<file path="src/rtl/tx_shift_pkg.sv">
package tx_shift_pkg;

  localparam int unsigned MIN_BYTE_W = 2;

  function automatic logic last_slot(input int unsigned cnt, input int unsigned width);
    return cnt == (width - 1);
  endfunction

endpackage

</file>
<file path="src/rtl/tx_shift_stage.sv">
module tx_shift_stage #(
  parameter int unsigned W        = 8,
  parameter logic [W-1:0] RST_VAL = '0,
  parameter bit          HAS_LOAD = 1'b0
) (
  input  logic         clk,
  input  logic         rst,
  input  logic         clear,
  input  logic         shift,
  input  logic         ser_in,
  input  logic         load,
  input  logic [W-1:0] load_data,
  output logic [W-1:0] data,
  output logic         ser_out
);

  logic [W-1:0] nxt;

  always_comb begin
    nxt = data;
    if (clear)      nxt = '0;
    else if (shift) nxt = {data[W-2:0], ser_in};
    if (HAS_LOAD && load) nxt = load_data;
  end

  always_ff @(posedge clk) begin
    if (rst) data <= RST_VAL;
    else     data <= nxt;
  end

  assign ser_out = data[W-1];

  p_clear_empties_r7: assert property (@(posedge clk) disable iff (rst)
    (clear && !(HAS_LOAD && load)) |=> (data == '0));

  p_serial_entry_r3: assert property (@(posedge clk) disable iff (rst)
    (shift && !clear && !(HAS_LOAD && load)) |=> (data[0] == $past(ser_in)));

endmodule

</file>
<file path="src/rtl/tx_bit_counter.sv">
module tx_bit_counter
  import tx_shift_pkg::*;
#(
  parameter int unsigned W = 8
) (
  input  logic clk,
  input  logic rst,
  input  logic clear,
  input  logic shift,
  output logic boundary
);

  localparam int unsigned CW = (W > 1) ? $clog2(W) : 1;

  logic [CW-1:0] cnt;
  logic          at_last;

  assign at_last  = last_slot(int'(cnt), W);
  assign boundary = shift && at_last;

  always_ff @(posedge clk) begin
    if (rst)             cnt <= '0;
    else if (clear)      cnt <= '0;
    else if (boundary)   cnt <= '0;
    else if (shift)      cnt <= cnt + 1'b1;
  end

  p_count_moves_r8: assert property (@(posedge clk) disable iff (rst)
    (shift && !clear) |=> (cnt != $past(cnt)));

endmodule

</file>
<file path="src/rtl/tx_ready_ctrl.sv">
module tx_ready_ctrl (
  input  logic clk,
  input  logic rst,
  input  logic clear,
  input  logic boundary,
  input  logic wr,
  output logic ready,
  output logic irq
);

  always_ff @(posedge clk) begin
    if (rst) begin
      ready <= 1'b0;
      irq   <= 1'b0;
    end else begin
      irq <= boundary && !clear;
      if (clear || wr)   ready <= 1'b0;
      else if (boundary) ready <= 1'b1;
    end
  end

  p_wr_clears_ready_r5: assert property (@(posedge clk) disable iff (rst)
    wr |=> !ready);

  p_irq_single_r4: assert property (@(posedge clk) disable iff (rst)
    irq |=> !irq);

endmodule

</file>
<file path="src/rtl/tx_preload_shifter.sv">
module tx_preload_shifter
  import tx_shift_pkg::*;
#(
  parameter int unsigned     BYTE_W      = 8,
  parameter int unsigned     NUM_STAGES  = 2,
  parameter logic [BYTE_W-1:0] PRELOAD   = 8'hAA
) (
  input  logic              clk,
  input  logic              rst,
  input  logic              tx_en,
  input  logic              bit_tick,
  input  logic              wr_strobe,
  input  logic [BYTE_W-1:0] wr_byte,
  output logic              tx_bit,
  output logic              ready,
  output logic              irq
);

  localparam int unsigned TOP = NUM_STAGES - 1;

  logic en_q;
  logic dis_edge;
  logic do_shift;
  logic boundary;
  logic [NUM_STAGES-1:0] ser;

  always_ff @(posedge clk) begin
    if (rst) en_q <= 1'b0;
    else     en_q <= tx_en;
  end

  assign dis_edge = en_q && !tx_en;
  assign do_shift = tx_en && bit_tick;

  for (genvar i = 0; i < NUM_STAGES; i++) begin : g_stage
    logic [BYTE_W-1:0] st_data;
    if (i == 0) begin : g_low
      tx_shift_stage #(.W(BYTE_W), .RST_VAL(PRELOAD), .HAS_LOAD(1'b1)) u_stage (
        .clk(clk), .rst(rst), .clear(dis_edge), .shift(do_shift),
        .ser_in(ser[TOP]), .load(wr_strobe), .load_data(wr_byte),
        .data(st_data), .ser_out(ser[i]));
    end else begin : g_up
      tx_shift_stage #(.W(BYTE_W), .RST_VAL(PRELOAD), .HAS_LOAD(1'b0)) u_stage (
        .clk(clk), .rst(rst), .clear(dis_edge), .shift(do_shift),
        .ser_in(ser[i-1]), .load(1'b0), .load_data('0),
        .data(st_data), .ser_out(ser[i]));
    end
  end

  tx_bit_counter #(.W(BYTE_W)) u_cnt (
    .clk(clk), .rst(rst), .clear(dis_edge), .shift(do_shift), .boundary(boundary));

  tx_ready_ctrl u_rdy (
    .clk(clk), .rst(rst), .clear(dis_edge), .boundary(boundary), .wr(wr_strobe),
    .ready(ready), .irq(irq));

  assign tx_bit = ser[TOP];

  initial begin
    p_cfg_r1: assert (BYTE_W >= MIN_BYTE_W && NUM_STAGES >= 2);
  end

  p_hold_r3: assert property (@(posedge clk) disable iff (rst)
    (!do_shift && !dis_edge) |=> $stable(tx_bit));

  p_disable_flush_r7: assert property (@(posedge clk) disable iff (rst)
    dis_edge |=> (!tx_bit && !ready && !irq));

  p_irq_needs_enable_r10: assert property (@(posedge clk) disable iff (rst)
    irq |-> $past(tx_en));

endmodule

</file>
<file path="config.mk">
export PLATFORM = sky130hd
export DESIGN_NAME = tx_preload_shifter
export DESIGN_NICKNAME = d
export VERILOG_FILES = /design/src/rtl/tx_shift_pkg.sv /design/src/rtl/tx_shift_stage.sv /design/src/rtl/tx_bit_counter.sv /design/src/rtl/tx_ready_ctrl.sv /design/src/rtl/tx_preload_shifter.sv
export SDC_FILE = /design/constraint.sdc
export NUM_CORES = 1
export LEC_CHECK = 0
export BUFFER_PORTS_ARGS = -buffer_cell sky130_fd_sc_hd__buf_2
export CAP_MARGIN = 15
export CELL_PAD_IN_SITES_DETAIL_PLACEMENT = 0
export CELL_PAD_IN_SITES_GLOBAL_PLACEMENT = 1
export CORE_UTILIZATION = 40
export DETAILED_ROUTE_END_ITERATION = 10
export GPL_TIMING_DRIVEN = 1
export PLACE_DENSITY_LB_ADDON = 0.2
export SYNTH_ARGS = -nofsm -noshare
export SYNTH_HDL_FRONTEND = slang
export SYNTH_SLANG_ARGS = --single-unit
</file>
<file path="constraint.sdc">
create_clock -name clk -period 3 [get_ports clk]
set_input_delay 0.15 -clock clk [delete_from_list [all_inputs] [get_ports clk]]
set_output_delay 0.15 -clock clk [all_outputs]
set_load 0.02 [all_outputs]
</file>
==> metrics.md <==
| Metric | Value |
|---|---|
| Cell Chain, Critical Path | `mux2i_1, a221oi_1, nor3_1` |
| Vias in the first global route | `between 600 and 700` |
| Fill cells | `204` |
| Peak VDD IR | `0.000265 V` |
| Slew @ Worst Pin | `~1.1 ns` |
| Yosys cell types | `22` |
| Vias | `682` |
| Initial Util | `0.436` |
| Via density per instance | `roughly 5.3` |
| Num ports | `16` |
| Area grow syn2layout | `12.2%` |
| Hold crit path type | `input port to register` |
| Input/output buffers | `15` |
| Arr. time, crit path | `between 1.5 and 2 ns` |
| GRT Total Usage | `0.156` |
| Post-Layout Cell Count | `129` |
| Row cnt | `16` |
| Warnings, synthesis | `0` |
| Instance count on the critical path | `3` |
| Top FF cell, synth | `dfxtp_1` |
| Crit path max fanout | `12` |
| TritonCTS Buffers | `3` |
| Crit path largest cell delay | `0.78 ns` |
| Diode count | `0` |
| Post-CTS Hold Buffers | `0` |
| Final wirelength | `1580 um` |
| Synth top area cells | `dfxtp_1 51%, a21oi_1 6.3%, nand2_1 5.2%` |
| Clock skew | `roughly 0.0037 ns` |
| Worst Path Buf+Inv | `0` |
| Outcome | `finished, final reports clean` |
| Share of layout cells above drive strength 1 | `0.235` |
| Met3 wire len | `about 60 um` |
| Worst hold stages | `3` |
| Sequential fraction of the synthesis area | `0.505` |
| CP required | `about 3.2 ns` |
| ANT nets after route | `0` |
| Count leader, synth | `dfxtp_1` |
| Met2 WL post-DR | `660 um` |
| Yosys top cell area share | `0.505` |
| Number of synthesized flops with an enable pin | `0` |
| Initial antenna violation count | `0` |
| FF+latch count, synth | `22` |
| GRT Residual Overflow | `0` |
| Fin nets | `118` |
| P per Cell Area | `between 500 and 600 nW/um^2` |
| Leak | `0.405 nW` |
| Hold Slack | `~0.056 ns` |
| CP max stage cell | `mux2i_1` |
| Final period util | `0.540` |
| Number of max-cap violations | `0` |
| Routed len/inst | `12.2 um` |
| Unrepaired setup endpoints after global routing | `no` |
| Post-CTS Resized | `0` |
| Die Wd | `48.7 um` |
| Utilization after layout | `0.489` |
| CP top delay family | `multiplexers` |
| Root Driver | `clkbuf_4` |
| TritonCTS sink count | `22` |
| Core area | `2000 um^2` |
| Final instance area | `slightly below 1000 um^2` |
| DR top layer | `met4` |
| Cell count after synthesis | `88` |
| Max-slew violations | `0` |
| Post-CTS Setup Inserts | `0` |
| Die ar. | `between 2000 and 2500 um^2` |
| Max Clock Freq | `0.618 GHz` |
| Most frequent cells after synthesis | `22 x dfxtp_1, 12 x nand2_1, 11 x a21oi_1` |
| Fraction of synthesis flops using an asynchronous set or reset pin | `0` |
| Syn_area_per_cell | `9.91 um^2` |
| TritonCTS clock tree | `yes` |
| R2R depth | `3` |
| Reg2reg setup slack | `1.38 ns` |
| Die height | `between 40 and 50 um` |
| Clock H-tree levels | `1` |
| Cell area after synthesis | `872 um^2` |
| First-pass GRT wire length | `2900 um` |
| Synth Net Count | `103` |
| WS Path Type | `register to register` |
| Largest net degree at the start of global routing | `22` |
| Final Setup Violations | `0` |
| Placed Cells | `~130` |
| DRT Pass-1 Iters | `4` |
| WL met1 | `840 um` |
| Final Wtd Congestion | `roughly 0.7` |
| Crit end category | `register` |
| Startpoint Class | `register` |
| Detailed placement HPWL | `1060 um` |
| Later-pin clock latency in the skew report | `0.31 ns` |
| DR DRC count | `0` |
| Max Root-Sink Buffers | `2` |
| Final min period | `1.62 ns` |
| Leading area contributor after synthesis | `dfxtp_1` |
| Slew margin rel. | `0.274` |
| Fin Setup TNS | `0 ns` |
| Final hold viol count | `0` |
| DR iter-0 viols | `13` |
| Reg clk slew, reported paths | `0.12 ns` |
| Placed inst area | `between 900 and 1000 um^2` |
## worst register-to-register path, stage by stage, from the launching register on
cell and delay, ns:
dfxtp_1 0.34, mux2i_1 0.78, a221oi_1 0.18, nor3_1 0.24
## path summary, 6_finish.rpt
kind | start | end
max reg2reg | en_q$_SDFF_PP0_ | g_stage[0].g_low.u_stage.data[4]$_SDFFE_PP0P_
min | wr_byte[7] | g_stage[0].g_low.u_stage.data[7]$_SDFFE_PP1P_
min reg2reg | g_stage[1].g_up.u_stage.data[0]$_SDFFE_PP0P_ | g_stage[1].g_up.u_stage.data[0]$_SDFFE_PP0P_
max | en_q$_SDFF_PP0_ | g_stage[0].g_low.u_stage.data[4]$_SDFFE_PP0P_
## through the flow
stage	setup WS [ns]	power [mW]
floorplan	1.96	0.373
detailed placement	1.38	0.390
global route	1.27	0.573
CTS	1.41	0.551
finish	1.38	0.547
global placement	1.47	0.388
## area by class of cell
type                       instances  area, um^2  share of cell area
tap                               27        33.8              0.0345
multi-input combinational         60         389               0.398
inverter                           1        3.75             0.00384
sequential                        22         440               0.450
clock buffer                       4        36.3              0.0371
timing repair buffer              15        75.1              0.0767
## flip-flops by register name, indices dropped and copies added, names as in the netlist
signal	flops
g_stage.g_low.u_stage.data	8
en_q	1
g_stage.g_up.u_stage.data	8
u_rdy.irq	1
u_cnt.cnt	3
u_rdy.ready	1
## kinds of logic after synthesis
kind of cell             synth area share
AO/OA/AOI/OAI                       0.230
buffers and inverters              0.0488
adder cells (fa/ha/maj)            0.0287
flip-flops                          0.505
AND/OR/NAND/NOR                     0.165
multiplexers                       0.0230
## per-layer routing
| metal | vias to the layer above | global-route usage |
|---|---|---|
| li1 | 348 | - |
| met1 | 315 | 0.209 |
| met2 | 17 | 0.241 |
| met3 | 2 | 0.0377 |
| met4 | 0 | 0.0588 |
| met5 | - | 0 |
## where the power goes
group,internal [mW],switching (mW)
Clock,0.0741,0.0898
Combinational,0.0274,0.0339
Sequential,0.311,0.0110
## cell usage in the layout, fill, tap and decap left out, types with 3 or more instances in the layout
cell / instances
a22oi_1: 4
nor3_1: 3
dfxtp_1: 22
o21ai_1: 4
nor2_1: 4
buf_2: 15
nand2_1: 12
a221o_1: 4
a21oi_1: 11
clkbuf_4: 3
nor2b_1: 4
Note: power is estimated with default switching activity, not from simulation.
